File: config.mk
export PLATFORM = sky130hd
export DESIGN_NAME = sdram_init_seq
export DESIGN_NICKNAME = d
export VERILOG_FILES = /design/src/rtl/sdram_init_pkg.sv /design/src/rtl/sdram_delay_timer.sv /design/src/rtl/sdram_cmd_encoder.sv /design/src/rtl/sdram_init_seq.sv
export SDC_FILE = /design/constraint.sdc
export NUM_CORES = 1
export LEC_CHECK = 0
export BUFFER_PORTS_ARGS = -buffer_cell sky130_fd_sc_hd__buf_4
export CAP_MARGIN = 20
export CORE_MARGIN = 3
export CORE_UTILIZATION = 30
export DETAILED_ROUTE_END_ITERATION = 10
export SLEW_MARGIN = 30
export SYNTH_ARGS = -nofsm -noshare
export SYNTH_HDL_FRONTEND = slang
export SYNTH_SLANG_ARGS = --single-unit
File: constraint.sdc
create_clock -name clk -period 2.2 [get_ports clk]
set_clock_uncertainty 0.05 [all_clocks]
set_input_delay 0.33 -clock clk [delete_from_list [all_inputs] [get_ports clk]]
set_output_delay 0.33 -clock clk [all_outputs]
set_load 0.05 [all_outputs]
File: src/rtl/sdram_init_pkg.sv
package sdram_init_pkg;

    localparam logic [2:0] MODE_NOP    = 3'd0;
    localparam logic [2:0] MODE_CLKEN  = 3'd1;
    localparam logic [2:0] MODE_PALL   = 3'd2;
    localparam logic [2:0] MODE_AREF   = 3'd3;
    localparam logic [2:0] MODE_LOADMR = 3'd4;

    localparam int NUM_DEV   = 2;
    localparam int NRFS_W    = 4;
    localparam int PALL_BIT  = 10;

    typedef enum logic [1:0] {
        ST_PWRUP = 2'd0,
        ST_IDLE  = 2'd1,
        ST_ISSUE = 2'd2,
        ST_WAIT  = 2'd3
    } seq_state_e;

    typedef struct packed {
        logic ras_n;
        logic cas_n;
        logic we_n;
    } pin_code_t;

endpackage

File: src/rtl/sdram_delay_timer.sv
module sdram_delay_timer #(
    parameter int CNT_W   = 17,
    parameter int RST_VAL = 0
) (
    input  logic             clk,
    input  logic             rst_n,
    input  logic             load,
    input  logic [CNT_W-1:0] load_val,
    output logic             expired
);

    logic [CNT_W-1:0] cnt_d, cnt_q;

    always_comb begin
        cnt_d = cnt_q;
        if (load) begin
            cnt_d = load_val;
        end else if (cnt_q != '0) begin
            cnt_d = cnt_q - 1'b1;
        end
    end

    always_ff @(posedge clk or negedge rst_n) begin
        if (!rst_n) cnt_q <= CNT_W'(RST_VAL);
        else        cnt_q <= cnt_d;
    end

    assign expired = (cnt_q == '0);

endmodule

File: src/rtl/sdram_cmd_encoder.sv
module sdram_cmd_encoder
    import sdram_init_pkg::*;
#(
    parameter int ADDR_W = 13
) (
    input  logic                fire,
    input  logic [2:0]          op,
    input  logic [NUM_DEV-1:0]  tgt,
    input  logic [ADDR_W-1:0]   mval,
    output logic [NUM_DEV-1:0]  cs_n,
    output logic                ras_n,
    output logic                cas_n,
    output logic                we_n,
    output logic [1:0]          ba,
    output logic [ADDR_W-1:0]   addr
);

    pin_code_t code;
    logic      selects;

    always_comb begin
        code    = '{ras_n: 1'b1, cas_n: 1'b1, we_n: 1'b1};
        selects = 1'b0;
        addr    = '0;
        if (fire) begin
            case (op)
                MODE_PALL: begin
                    code           = '{ras_n: 1'b0, cas_n: 1'b1, we_n: 1'b0};
                    selects        = 1'b1;
                    addr[PALL_BIT] = 1'b1;
                end
                MODE_AREF: begin
                    code    = '{ras_n: 1'b0, cas_n: 1'b0, we_n: 1'b1};
                    selects = 1'b1;
                end
                MODE_LOADMR: begin
                    code    = '{ras_n: 1'b0, cas_n: 1'b0, we_n: 1'b0};
                    selects = 1'b1;
                    addr    = mval;
                end
                default: ;
            endcase
        end
    end

    for (genvar i = 0; i < NUM_DEV; i++) begin : g_cs
        assign cs_n[i] = ~(selects & tgt[i]);
    end

    assign ras_n = code.ras_n;
    assign cas_n = code.cas_n;
    assign we_n  = code.we_n;
    assign ba    = 2'b00;

endmodule

File: src/rtl/sdram_init_seq.sv
module sdram_init_seq
    import sdram_init_pkg::*;
#(
    parameter int ADDR_W    = 13,
    parameter int PWRUP_CYC = 10000,
    parameter int STAB_CYC  = 100000,
    parameter int T_RP      = 3,
    parameter int T_RC      = 7,
    parameter int T_MRD     = 2
) (
    input  logic              clk,
    input  logic              rst_n,
    input  logic              cmd_valid,
    input  logic [2:0]        cmd_mode,
    input  logic [1:0]        cmd_target,
    input  logic [3:0]        cmd_nrfs,
    input  logic [ADDR_W-1:0] cmd_mval,
    output logic [1:0]        sd_cke,
    output logic [1:0]        sd_cs_n,
    output logic              sd_ras_n,
    output logic              sd_cas_n,
    output logic              sd_we_n,
    output logic [1:0]        sd_ba,
    output logic [ADDR_W-1:0] sd_addr,
    output logic [1:0]        dev_busy,
    output logic              cmd_err
);

    localparam int MAX_AB  = (PWRUP_CYC > STAB_CYC) ? PWRUP_CYC : STAB_CYC;
    localparam int MAX_CD  = (T_RP > T_RC) ? T_RP : T_RC;
    localparam int MAX_CDE = (MAX_CD > T_MRD) ? MAX_CD : T_MRD;
    localparam int MAX_CYC = (MAX_AB > MAX_CDE) ? MAX_AB : MAX_CDE;
    localparam int TMR_W   = $clog2(MAX_CYC + 1);

    typedef struct packed {
        seq_state_e          st;
        logic [2:0]          op;
        logic [NUM_DEV-1:0]  tgt;
        logic [NRFS_W-1:0]   rfs_left;
        logic [ADDR_W-1:0]   mval;
        logic [NUM_DEV-1:0]  cke;
        logic                err;
    } seq_regs_t;

    seq_regs_t r_d, r_q;

    logic             tmr_load;
    logic [TMR_W-1:0] tmr_val;
    logic             tmr_expired;
    logic [TMR_W-1:0] gap_m2;
    logic             mode_known;
    logic [1:0]       busy_int;

    sdram_delay_timer #(
        .CNT_W   (TMR_W),
        .RST_VAL (PWRUP_CYC - 1)
    ) u_timer (
        .clk      (clk),
        .rst_n    (rst_n),
        .load     (tmr_load),
        .load_val (tmr_val),
        .expired  (tmr_expired)
    );

    always_comb begin
        case (r_q.op)
            MODE_CLKEN: gap_m2 = TMR_W'(STAB_CYC - 2);
            MODE_PALL:  gap_m2 = TMR_W'(T_RP - 2);
            MODE_AREF:  gap_m2 = TMR_W'(T_RC - 2);
            default:    gap_m2 = TMR_W'(T_MRD - 2);
        endcase
    end

    always_comb begin
        case (r_q.st)
            ST_PWRUP:          busy_int = 2'b11;
            ST_ISSUE, ST_WAIT: busy_int = r_q.tgt;
            default:           busy_int = 2'b00;
        endcase
    end

    assign mode_known = (cmd_mode == MODE_CLKEN) || (cmd_mode == MODE_PALL) ||
                        (cmd_mode == MODE_AREF)  || (cmd_mode == MODE_LOADMR);

    always_comb begin
        r_d      = r_q;
        tmr_load = 1'b0;
        tmr_val  = '0;

        case (r_q.st)
            ST_PWRUP: begin
                if (tmr_expired) r_d.st = ST_IDLE;
            end
            ST_ISSUE: begin
                tmr_load = 1'b1;
                tmr_val  = gap_m2;
                r_d.st   = ST_WAIT;
            end
            ST_WAIT: begin
                if (tmr_expired) begin
                    if (r_q.op == MODE_AREF && r_q.rfs_left != '0) begin
                        r_d.rfs_left = r_q.rfs_left - 1'b1;
                        r_d.st       = ST_ISSUE;
                    end else begin
                        r_d.st = ST_IDLE;
                    end
                end
            end
            default: ;
        endcase

        if (cmd_valid && mode_known && cmd_target != 2'b00) begin
            if (busy_int != 2'b00) begin
                r_d.err = 1'b1;
            end else begin
                r_d.st       = ST_ISSUE;
                r_d.op       = cmd_mode;
                r_d.tgt      = cmd_target;
                r_d.rfs_left = cmd_nrfs;
                r_d.mval     = cmd_mval;
                if (cmd_mode == MODE_CLKEN) r_d.cke = r_q.cke | cmd_target;
            end
        end
    end

    always_ff @(posedge clk or negedge rst_n) begin
        if (!rst_n) begin
            r_q <= '{st: ST_PWRUP, op: MODE_NOP, tgt: '0, rfs_left: '0,
                     mval: '0, cke: '0, err: 1'b0};
        end else begin
            r_q <= r_d;
        end
    end

    sdram_cmd_encoder #(
        .ADDR_W (ADDR_W)
    ) u_enc (
        .fire  (r_q.st == ST_ISSUE),
        .op    (r_q.op),
        .tgt   (r_q.tgt),
        .mval  (r_q.mval),
        .cs_n  (sd_cs_n),
        .ras_n (sd_ras_n),
        .cas_n (sd_cas_n),
        .we_n  (sd_we_n),
        .ba    (sd_ba),
        .addr  (sd_addr)
    );

    assign sd_cke   = r_q.cke;
    assign dev_busy = busy_int;
    assign cmd_err  = r_q.err;


    pwrup_quiet_chk: assert property (@(posedge clk) disable iff (!rst_n)
        (r_q.st == ST_PWRUP) |-> (sd_cs_n == 2'b11 && sd_cke == 2'b00));


    cke_hold_chk: assert property (@(posedge clk) disable iff (!rst_n)
        (sd_cke != 2'b00) |=> ((sd_cke & $past(sd_cke)) == $past(sd_cke)));


    pall_a10_chk: assert property (@(posedge clk) disable iff (!rst_n)
        (sd_cs_n != 2'b11 && !sd_ras_n && sd_cas_n && !sd_we_n) |-> sd_addr[PALL_BIT]);


    err_sticky_chk: assert property (@(posedge clk) disable iff (!rst_n)
        cmd_err |=> cmd_err);


    cs_single_chk: assert property (@(posedge clk) disable iff (!rst_n)
        (sd_cs_n != 2'b11) |=> (sd_cs_n == 2'b11));


    cs_busy_chk: assert property (@(posedge clk) disable iff (!rst_n)
        ((~sd_cs_n) & (~dev_busy)) == 2'b00);

endmodule

==> reports/summary.json, run 1 <==
{
  "setup_path": {
    "crit_chain": "inv_1 > ha_1 > nor4b_2 > and4_2 > or4_1 > a21oi_1",
    "startpoint_of_the_worst_register_to_register_path": "u_timer.cnt_q[0]",
    "worst-setup-path-type": "reg2reg",
    "critPathLaunchType": "flop",
    "critPathMaxStageDelay_ns": 0.56,
    "cp.required_ns": 2.38,
    "reg2reg_slack_ns": 0.13,
    "reg_to_reg_critical_path_endpoint": "u_timer.cnt_q[5]",
    "crit_arrival_ns": 2.25,
    "top_fanout_value_on_the_critical_path": 11,
    "critical_path.slowest_cell": "dfstp_2",
    "cp-end-kind": "flop",
    "worstRegToRegCells": 6
  },
  "logic_synthesis": {
    "synth_enable_flop_cells": 0,
    "post_synth_instance_area_um2": 2444,
    "synth_ff_type": "dfrtp_1",
    "syn-mean-instance-area_um2": 10.27,
    "asyncSetResetFlopFracSynth_pct": 100.0,
    "synthesis.instances": 238,
    "synth-seq-cells": 44,
    "yosysSeqAreaShare_pct": 45.47,
    "synthDistinctLibCells": 50,
    "synthesis_warning_total": 0
  },
  "placed_design": {
    "count_of_buffers_from_port_buffering": 47,
    "detailed_place_hpwl_mm": 4.093,
    "globalplace.congestion": 0.7771
  },
  "detailed_routing": {
    "drc": 0,
    "final_antenna_net_count": 0,
    "drt-wirelength-per-cell_um": 14.01,
    "first_pass_iteration_count_of_the_detailed_router": 4,
    "avgViaCountPerCell": 5.027,
    "dr.first_iter.drc_count": 121,
    "dr_total_vias": 2021,
    "wl_mm": 5.632
  },
  "cells_and_area": {
    "area_growth_syn_to_layout_pct": 29.95,
    "final_layout_fill_cell_count": 793,
    "final_cell_mix": "65 x buf_4, 35 x dfrtp_1, 15 x mux2_2, 14 x a21oi_1, 12 x and2_1",
    "post_route_cells_drive_above_1_share_pct": 36.67,
    "final_net_count": 327,
    "diodes": 0,
    "utilization_of_the_core_after_routing_pct": 40.67,
    "mostFrequentLayoutCell": "buf_4"
  },
  "floorplanning": {
    "fp.dieW_um": 96.25,
    "floorplan.die.height_um": 96.25,
    "placementRows": 32,
    "initial_core_util_pct": 31.30,
    "boundaryPins": 50,
    "fp.coreArea_um2": 7807,
    "floorplan.die_area_um2": 9264
  },
  "sta": {
    "final_hold_viol_count": 0,
    "maxSlewHeadroom_pct": 62.87,
    "report.final.setup_viol": 0,
    "grt_setup_unrepaired": "false",
    "max_slew.worst_pin.slew_ns": 0.5569,
    "period_minus_slack_ns": 2.069,
    "fin_setup_tns_ns": 0,
    "fin_hold_ws_ns": 0.2035,
    "maxSlewViolCount": 0,
    "clock.fmax_mhz": 483.3,
    "timing.final.crit_share_pct": 94.06
  },
  "flow_run": {
    "max_cap_viol_count": 0
  },
  "power_and_ir_drop": {
    "power.static_leakage_nw": 1.370,
    "power_density_nw_per_um2": 1261,
    "vdd_ir_drop_max_uv": 503.7
  },
  "global_route": {
    "grt_pass1_vias": 2029,
    "initial_antenna_violation_count": 0,
    "grt_remaining_overflow": 0,
    "grt_pass1_wl_mm": 9.301,
    "total_grt_usage_pct": 12.64,
    "largest_net_degree_at_the_start_of_global_routing": 45
  },
  "cts": {
    "clk_pin_slew_ns": 0.09,
    "cts_inserted_buffers": 5,
    "cts_sinks": 44,
    "tritoncts": "built",
    "clock-root-buffer": "clkbuf_8",
    "clk_path_buf_depth": 2,
    "insertion_delay_ns": 0.29,
    "cts_htree_levels": 2
  },
  "hold_path": {
    "whs_endpoint": "sd_cke[1]",
    "min-delay-path-class": "in2reg",
    "worstHoldStart": "cmd_target[1]",
    "hold_path_depth": 2
  },
  "outcome": {
    "result_of_the_run": "finished clean"
  }
}
==> power by group <==
part,leakage [nW],switching [mW],internal [mW]
Sequential,0.513,0.318,1.22
Clock,0.0583,0.296,0.342
Combinational,0.799,0.969,0.860
==> cell families after synthesis <==
group / synth area share (%)
muxes: 8.704
adders and majority gates: 1.536
xor gates and xnor gates: 1.434
other: 0.1535
DFF: 45.47
buffers and inverters: 4.403
and+or+nand+nor: 22.99
AOI/OAI and AO/OA: 15.31
==> per-stage QoR <==
step,area [um2],worst slack (ns),power [mW],std cells
after global routing,3176,0.03641,4.320,402
after floorplan,2452,0.01089,2.790,239
after detailed placement,3012,0.1133,3.343,392
after CTS,3141,0.01127,3.998,401
final,3176,0.1308,4.006,402
after global placement,3012,0.1641,3.295,392
==> critical path: cells and delay by family, from the launching register on <==
kind | cells | cell delay (ns)
DFF | 1 | 0.56
adders and majority gates | 1 | 0.21
AOI/OAI and AO/OA | 1 | 0.15
and+or+nand+nor | 3 | 0.96
buffers and inverters | 1 | 0.08
==> repair_timing <==
action,CTS,global route
pin swaps,0,0
hold endpoints to repair,33,0
cloned,0,1
resized for setup,1,8
hold buffers,1,0
buffers inserted,0,0
endpoints found under the setup margin,5,18
==> per-layer routing <==
layer | GRT usage (%) | wire, um | vias up
li1 | - | - | 1005
met1 | 16.71 | 2621 | 972
met2 | 20.59 | 2731 | 42
met3 | 2.893 | 256 | 2
met4 | 3.673 | 23 | 0
met5 | 0 | 0 | -
==> state kept, by name, summed over array words and instances, names as in the netlist <==
register       cells
u_timer.cnt_q     17
r_q               24
cmd_err            1
sd_cke             2
==> synth_stat cells, drive strengths merged, types with 7 or more instances <==
library cell	count	area share, %
dfrtp	36	37
mux2	18	8.3
a21oi	14	2.9
and2	13	3.3
nor2	11	1.7
nor4	10	2.6
buf	9	2.7
dfstp	8	8.6
nand2b	8	2.0
nor3	8	1.6
o21ai	7	1.4
o31a	7	2.5
or4	7	2.2
==> final cells by class <==
class / count / area [um2] / share of cell area, %
clock buffers: 5 / 68.82 / 2.167
clock inverters: 3 / 47.55 / 1.497
inverters: 5 / 18.77 / 0.5910
multi-input cells: 175 / 1277 / 40.23
flip-flops and latches: 44 / 1112 / 35.03
well taps: 102 / 127.6 / 4.019
repair buffers: 68 / 523.0 / 16.47
==> worst max-delay path by stage <==
| stage | startpoint | end | depth (start not counted) |
|---|---|---|---|
| 2_1_floorplan | r_q[23] | sd_cas_n | 3 |
| 3_3_place_gp | u_timer.cnt_q[0] | u_timer.cnt_q[8] | 6 |
| 3_5_place_dp | u_timer.cnt_q[0] | u_timer.cnt_q[8] | 6 |
| 4_1_cts | r_q[25] | sd_addr[5] | 5 |
| 5_1_grt | u_timer.cnt_q[0] | u_timer.cnt_q[5] | 6 |
| 6_report | u_timer.cnt_q[0] | u_timer.cnt_q[5] | 6 |
Note: power is estimated with default switching activity, not from simulation.
==> run 2, diff against run 1 <==
- RECOVER_POWER: not set -> 50
==> run 2 against run 1 <==
  * Core utilization down 0.24 points
  * Setup slack worse by 0.00064 ns
  * Global-route usage unchanged
  * First-iteration DRC count up 3.3%
  * Fmax about the same
  * Combinational power about the same
  * Total power down 0.77%
  * Register-to-register slack about the same
  * Via count up 0.15%
  * Critical endpoint is now u_timer.cnt_q[8]
==> reports/summary.json, run 2 (synthesis gave the netlist of run 1 again) <==
{
  "outcome": {
    "result_of_the_run": "finished clean"
  },
  "setup_path": {
    "cp.required": {"value": 2.38, "unit": "ns", "change": "about the same"},
    "critical_path.slowest_cell": "dfstp_2",
    "crit_arrival": {"value": 2.25, "unit": "ns", "change": "about the same"},
    "reg_to_reg_critical_path_endpoint": "u_timer.cnt_q[8]",
    "top_fanout_value_on_the_critical_path": {"value": 11, "change": "unchanged"},
    "worstRegToRegCells": {"value": 6, "change": "unchanged"},
    "timing.critical_path.to": "u_timer.cnt_q[8]",
    "critPathLaunchType": "flop",
    "cp-end-kind": "flop",
    "crit_chain": "inv_1 > ha_1 > nor4b_2 > and4_2 > or4_1 > a21oi_1",
    "startpoint_of_the_worst_register_to_register_path": "u_timer.cnt_q[0]",
    "critPathMaxStageDelay": {"value": 0.56, "unit": "ns", "change": "about the same"},
    "startpoint": "u_timer.cnt_q[0]",
    "worst-setup-path-type": "reg2reg",
    "reg2reg_slack": {"value": 0.13, "unit": "ns", "change": "about the same"}
  },
  "floorplanning": {
    "fp.coreArea": {"value": 7807, "unit": "um2", "change": "unchanged"},
    "initial_core_util": {"value": 31.30, "unit": "%", "change": "unchanged"},
    "floorplan.die.height": {"value": 96.25, "unit": "um", "change": "unchanged"},
    "placementRows": {"value": 32, "change": "unchanged"},
    "fp.dieW": {"value": 96.25, "unit": "um", "change": "unchanged"},
    "floorplan.die_area": {"value": 9264, "unit": "um2", "change": "unchanged"},
    "boundaryPins": {"value": 50, "change": "unchanged"}
  },
  "detailed_routing": {
    "dr.first_iter.drc_count": {"value": 125, "change": "+3.3%"},
    "wl": {"value": 5.644, "unit": "mm", "change": "+0.21%"},
    "drc": {"value": 0, "change": "unchanged"},
    "dr_total_vias": {"value": 2024, "change": "+0.15%"},
    "first_pass_iteration_count_of_the_detailed_router": {"value": 4, "change": "unchanged"},
    "drt-wirelength-per-cell": {"value": 14.04, "unit": "um", "change": "+0.21%"},
    "final_antenna_net_count": {"value": 0, "change": "unchanged"},
    "avgViaCountPerCell": {"value": 5.035, "change": "+0.15%"}
  },
  "sta": {
    "max_slew.worst_pin.slew": {"value": 1.095, "unit": "ns", "change": "+0.5385 ns"},
    "clock.fmax": {"value": 483.1, "unit": "MHz", "change": "about the same"},
    "final_hold_viol_count": {"value": 0, "change": "unchanged"},
    "maxSlewViolCount": {"value": 0, "change": "unchanged"},
    "final_critical_path_setup_slack": {"value": 0.1301, "unit": "ns", "change": "-0.0006380 ns"},
    "maxSlewHeadroom": {"value": 26.97, "unit": "%", "change": "-36 points"},
    "fin_hold_ws": {"value": 0.2048, "unit": "ns", "change": "+0.001321 ns"},
    "period_minus_slack": {"value": 2.070, "unit": "ns", "change": "+0.0006380 ns"},
    "report.final.setup_viol": {"value": 0, "change": "unchanged"},
    "timing.final.crit_share": {"value": 94.08, "unit": "%", "change": "about the same"},
    "grt_setup_unrepaired": "false",
    "fin_setup_tns": {"value": 0, "unit": "ns", "change": "unchanged"}
  },
  "cells_and_area": {
    "final_net_count": {"value": 327, "change": "unchanged"},
    "area_growth_syn_to_layout_pct": 29.19,
    "max_flop_register": "r_q",
    "diodes": {"value": 0, "change": "unchanged"},
    "number_of_flip_flops_under_the_largest_register_name": {"value": 24, "change": "unchanged"},
    "post_route_cells_drive_above_1_share": {"value": 35.67, "unit": "%", "change": "-1.0 points"},
    "mostFrequentLayoutCell": "buf_4",
    "final_cell_mix": "58 x buf_4, 35 x dfrtp_1, 15 x mux2_2, 14 x a21oi_1, 12 x and2_1",
    "utilization_of_the_core_after_routing": {"value": 40.43, "unit": "%", "change": "-0.24 points"}
  },
  "power_and_ir_drop": {
    "power.share.clock": {"value": 16.1, "unit": "%", "change": "+0.2 points"},
    "post-layout-total-power": {"value": 3.975, "unit": "mW", "change": "-0.77%"},
    "switching_power": {"value": 1.585, "unit": "mW", "change": "+0.11%"},
    "seq_power_share": {"value": 38.7, "unit": "%", "change": "+0.3 points"},
    "internal-power": {"value": 2.390, "unit": "mW", "change": "-1.3%"},
    "comb_power_share": {"value": 45.2, "unit": "%", "change": "-0.4 points"},
    "vdd_ir_drop_max": {"value": 503.2, "unit": "uV", "change": "-0.10%"},
    "power_density": {"value": 1259, "unit": "nW/um2", "change": "-0.18%"},
    "power.switching_fraction": {"value": 39.86, "unit": "%", "change": "+0.35 points"},
    "power.static_leakage": {"value": 1.357, "unit": "nW", "change": "-0.93%"}
  },
  "cts": {
    "tritoncts": "built",
    "clock-root-buffer": "clkbuf_8",
    "cts_htree_levels": {"value": 2, "change": "unchanged"},
    "clk_path_buf_depth": {"value": 2, "change": "unchanged"},
    "clk_pin_slew": {"value": 0.09, "unit": "ns", "change": "about the same"},
    "insertion_delay": {"value": 0.29, "unit": "ns", "change": "about the same"},
    "cts_sinks": {"value": 44, "change": "unchanged"},
    "cts_inserted_buffers": {"value": 5, "change": "unchanged"}
  },
  "global_route": {
    "grt_remaining_overflow": {"value": 0, "change": "unchanged"},
    "grt_pass1_wl": {"value": 9.301, "unit": "mm", "change": "unchanged"},
    "initial_antenna_violation_count": {"value": 0, "change": "unchanged"},
    "largest_net_degree_at_the_start_of_global_routing": {"value": 45, "change": "unchanged"},
    "total_grt_usage": {"value": 12.64, "unit": "%", "change": "unchanged"},
    "grt_pass1_vias": {"value": 2029, "change": "unchanged"}
  },
  "placed_design": {
    "detailed_place_hpwl": {"value": 4.093, "unit": "mm", "change": "unchanged"},
    "placement.setup.worst_slack": {"value": 0.1133, "unit": "ns", "change": "unchanged"},
    "count_of_buffers_from_port_buffering": {"value": 47, "change": "unchanged"},
    "globalplace.congestion": {"value": 0.7771, "change": "unchanged"}
  },
  "flow_run": {
    "max_cap_viol_count": {"value": 0, "change": "unchanged"}
  },
  "hold_path": {
    "min-delay-path-class": "in2reg",
    "hold_path_depth": {"value": 2, "change": "unchanged"}
  }
}
[run 2: cell count changes in the layout (fill, tap and decap cells not counted), sizes merged]
cell and change:
clkbuf +7, buf -7
[run 2: area by class of cell]
class                   count  area, um2
fillers                   795       4651
multi-input cells         175       1277
flip-flops and latches     44       1112
repair buffers             68      504.2
well taps                 102      127.6
clock buffers               5      68.82
clock inverters             3      47.55
inverters                   5      18.77
[run 2: power groups by stage]
stage          Clock (mW)  Combinational, mW  Sequential, mW
5_1_grt             0.690               2.00            1.60
3_5_place_dp            0               1.80            1.54
2_1_floorplan           0               1.34            1.45
4_1_cts             0.658               1.82            1.53
3_3_place_gp            0               1.78            1.52
6_report            0.638               1.80            1.54
[run 2: through the flow]
step / area (um2) / instances
final: 3157 / 402
after detailed placement: 3012 / 392
after CTS: 3141 / 401
after global routing: 3157 / 402
after floorplan: 2452 / 239
after global placement: 3012 / 392
[run 2: repair_timing]
item | in CTS | in global routing
buffers inserted | 0 | 0
endpoints found under the setup margin | 5 | 18
endpoints found under the hold margin | 33 | 0
resized for setup | 1 | 8
hold buffers | 1 | 0
cloned | 0 | 1
[run 2: critical path, delay by kind of cell, from the launching register on]
family | cells | cell delay (ns)
buf+inv | 1 | 0.08
flops | 1 | 0.56
compound gates | 1 | 0.15
simple gates | 3 | 0.96
fa+ha+maj | 1 | 0.21
[run 2: worst min path at each step]
stage                       start           endpoint
detailed placement          rst_n  u_timer.cnt_q[11]
CTS                 cmd_target[1]          sd_cke[1]
global route          cmd_mval[5]             r_q[8]
floorplan                   rst_n            cmd_err
finish              cmd_target[1]          sd_cke[1]
global placement            rst_n  u_timer.cnt_q[11]
[run 2: metal layers]
metal / vias to the layer above / routed length, um / part of all wire (%) / global-route usage (%)
met4: 0 / 23 / 0.41 / 3.673
met3: 2 / 265 / 4.7 / 2.893
met1: 973 / 2602 / 46 / 16.71
met5: - / 0 / 0 / 0
li1: 1003 / - / - / -
met2: 46 / 2752 / 49 / 20.59
==> run 3, diff against run 2 <==
- BUFFER_PORTS_ARGS: -buffer_cell sky130_fd_sc_hd__buf_4 -> not set
- CORE_UTILIZATION: 30 -> 60
- DONT_BUFFER_PORTS: not set -> 1
- PLACE_DENSITY: not set -> 0.76
==> run 3 against run 2 <==
  * Clock-buffer cell count is 2 higher
  * Design area decreased by 6.8%
  * Die area shrank 47%
  * Critical path depth stayed put
  * Hold slack got worse by 0.099 ns
  * Via count down 1.2%
  * Core utilization up 37 points
  * Clock power down 24%
  * Wire length about the same
  * First-iteration DRC count rose by 26%
  * Largest cell class unchanged
==> reports/summary.json, run 3 (synthesis gave the netlist of run 1 again) <==
{
  "outcome": {
    "result_of_the_run": "finished clean"
  },
  "cts": {
    "clk_pin_slew": {"value": 0.08, "unit": "ns", "change": "about the same"},
    "clock-root-buffer": "clkbuf_8",
    "clk_path_buf_depth": {"value": 2, "change": "unchanged"},
    "cts_sinks": {"value": 44, "change": "unchanged"},
    "cts_inserted_buffers": {"value": 5, "change": "unchanged"},
    "insertion_delay": {"value": 0.30, "unit": "ns", "change": "about the same"},
    "cts_htree_levels": {"value": 2, "change": "unchanged"},
    "tritoncts": "built"
  },
  "floorplanning": {
    "fp.coreArea": {"value": 3799, "unit": "um2", "change": "-51%"},
    "floorplan.die.height": {"value": 69.82, "unit": "um", "change": "-27%"},
    "placementRows": {"value": 22, "change": "-31%"},
    "floorplan.die_area": {"value": 4874, "unit": "um2", "change": "-47%"},
    "fp.dieW": {"value": 69.82, "unit": "um", "change": "-27%"},
    "initial_core_util": {"value": 64.33, "unit": "%", "change": "+33 points"},
    "boundaryPins": {"value": 50, "change": "unchanged"}
  },
  "hold_path": {
    "hold_path_depth": {"value": 1, "change": "-1"},
    "min-delay-path-class": "in2reg",
    "worstHoldStart": "cmd_target[0]"
  },
  "setup_path": {
    "startpoint": "u_timer.cnt_q[0]",
    "top_fanout_value_on_the_critical_path": {"value": 11, "change": "unchanged"},
    "crit_arrival": {"value": 2.27, "unit": "ns", "change": "+0.02 ns"},
    "critical_path_cell_count": {"value": 6, "change": "unchanged"},
    "crit_chain": "inv_1 > ha_1 > nor4b_2 > and4_2 > or4_1 > a21oi_1",
    "critical_path.n_buffers_inverters": {"value": 1, "change": "unchanged"},
    "crit_family": "simple AND/OR/NAND/NOR gates",
    "cp-end-kind": "flop",
    "startpoint_of_the_worst_register_to_register_path": "u_timer.cnt_q[0]",
    "worst-setup-path-type": "reg2reg",
    "critical_path.slowest_cell": "dfstp_2",
    "critPathMaxStageDelay": {"value": 0.56, "unit": "ns", "change": "about the same"},
    "worstRegToRegCells": {"value": 6, "change": "unchanged"},
    "cp.required": {"value": 2.37, "unit": "ns", "change": "about the same"},
    "critPathLaunchType": "flop"
  },
  "sta": {
    "fin_setup_tns": {"value": 0, "unit": "ns", "change": "unchanged"},
    "maxSlewViolCount": {"value": 0, "change": "unchanged"},
    "period_minus_slack": {"value": 2.107, "unit": "ns", "change": "+0.03687 ns"},
    "grt_setup_unrepaired": "false",
    "final_hold_viol_count": {"value": 0, "change": "unchanged"},
    "max_slew.worst_pin.slew": {"value": 1.101, "unit": "ns", "change": "+0.005633 ns"},
    "maxSlewHeadroom": {"value": 26.59, "unit": "%", "change": "-0.38 points"},
    "report.final.setup_viol": {"value": 0, "change": "unchanged"},
    "timing.final.crit_share": {"value": 95.76, "unit": "%", "change": "+1.7 points"},
    "clock.fmax": {"value": 474.7, "unit": "MHz", "change": "-1.8%"}
  },
  "global_route": {
    "grt_pass1_vias": {"value": 2174, "change": "+7.1%"},
    "initial_antenna_violation_count": {"value": 0, "change": "unchanged"},
    "total_grt_usage": {"value": 24.89, "unit": "%", "change": "+12 points"},
    "grt_pass1_wl": {"value": 10.01, "unit": "mm", "change": "+7.6%"},
    "grt_remaining_overflow": {"value": 0, "change": "unchanged"},
    "largest_net_degree_at_the_start_of_global_routing": {"value": 45, "change": "unchanged"}
  },
  "cells_and_area": {
    "final_net_count": {"value": 291, "change": "-11%"},
    "layoutNonFillerInstCount": {"value": 312, "change": "-22%"},
    "ff_latch_area": {"value": 1111, "unit": "um2", "change": "-0.11%"},
    "utilization_of_the_core_after_routing": {"value": 77.44, "unit": "%", "change": "+37 points"},
    "area_growth_syn_to_layout_pct": 20.38,
    "number_of_flip_flops_under_the_largest_register_name": {"value": 24, "change": "unchanged"},
    "post_route_cells_drive_above_1_share": {"value": 25.76, "unit": "%", "change": "-9.9 points"},
    "max_flop_register": "r_q",
    "final_cell_mix": "36 x dfrtp_1, 15 x mux2_2, 15 x buf_4, 14 x a21oi_1, 14 x buf_12",
    "final_layout_fill_cell_count": {"value": 256, "change": "-68%"},
    "mostFrequentLayoutCell": "dfrtp_1",
    "multi_input_area": {"value": 1259, "unit": "um2", "change": "-1.5%"},
    "diodes": {"value": 0, "change": "unchanged"},
    "postLayoutCellArea": {"value": 2942, "unit": "um2", "change": "-6.8%"}
  },
  "detailed_routing": {
    "dr_total_vias": {"value": 2000, "change": "-1.2%"},
    "avgViaCountPerCell": {"value": 6.410, "change": "+27%"},
    "final_antenna_net_count": {"value": 0, "change": "unchanged"},
    "drt-wirelength-per-cell": {"value": 18.07, "unit": "um", "change": "+29%"},
    "dr.first_iter.drc_count": {"value": 158, "change": "+26%"},
    "drc": {"value": 0, "change": "unchanged"},
    "first_pass_iteration_count_of_the_detailed_router": {"value": 4, "change": "unchanged"},
    "wl": {"value": 5.639, "unit": "mm", "change": "about the same"}
  },
  "power_and_ir_drop": {
    "power.static_leakage": {"value": 1.196, "unit": "nW", "change": "-12%"},
    "vdd_ir_drop_max": {"value": 686.3, "unit": "uV", "change": "+36%"},
    "power_density": {"value": 1288, "unit": "nW/um2", "change": "+2.3%"}
  },
  "placed_design": {
    "count_of_buffers_from_port_buffering": {"value": 0, "change": "-100%"},
    "detailed_place_hpwl": {"value": 4.144, "unit": "mm", "change": "+1.3%"},
    "globalplace.congestion": {"value": 0.8531, "change": "+9.8%"},
    "number_of_instances_in_the_placed_design": {"value": 302, "change": "-23%"},
    "placed_cell_area": {"value": 2836, "unit": "um2", "change": "-5.8%"}
  },
  "flow_run": {
    "max_cap_viol_count": {"value": 0, "change": "unchanged"}
  }
}
run 3: layer usage:
layer  vias to the layer above  part of all wire [%]  wire [um]  track usage, %
met5                         -                     0          0               0
met4                         0                   1.8        100           8.936
met3                        12                   8.4        473           7.246
met2                        85                    50       2805           42.08
met1                       970                    40       2260           30.08
li1                        933                     -          -               -
run 3: final timing paths:
check                                    end  slack (ns)
max                         u_timer.cnt_q[5]        0.09
min                                sd_cke[0]        0.11
max reg2reg                 u_timer.cnt_q[5]        0.09
min reg2reg                           r_q[6]        0.45
max in group asynchronous   u_timer.cnt_q[7]        0.67
min in group asynchronous  u_timer.cnt_q[16]        0.75
run 3: final cells by class:
| type | count | area share [%] |
|---|---|---|
| inverter | 5 | 0.6380 |
| clock inverter | 1 | 0.1701 |
| multi-input combinational | 175 | 42.79 |
| sequential | 44 | 37.77 |
| clock buffer | 7 | 2.595 |
| tap | 48 | 2.042 |
| timing repair buffer | 32 | 13.99 |
run 3: through the flow:
step | total power, mW | hold slack, ns | setup WS, ns
floorplan | 2.790 | -0.01559 | 0.01089
global placement | 3.138 | -0.01440 | 0.1387
detailed placement | 3.260 | -0.01453 | 0.09266
CTS | 3.769 | 0.09837 | 0.07403
global route | 4.069 | 0.09430 | 0.001521
finish | 3.789 | 0.1057 | 0.09326
run 3: what timing repair did:
item                       4_1_cts  5_1_grt
hold endpoints to repair        44        0
hold buffers                     2        0
resized for setup                0        3
setup buffers                    0        0
setup endpoints to repair        0       12
run 3: report_power, final:
group	total [mW]	internal [mW]	switching [mW]
Clock	0.484	0.223	0.261
Combinational	1.68	0.780	0.900
Sequential	1.63	1.22	0.405
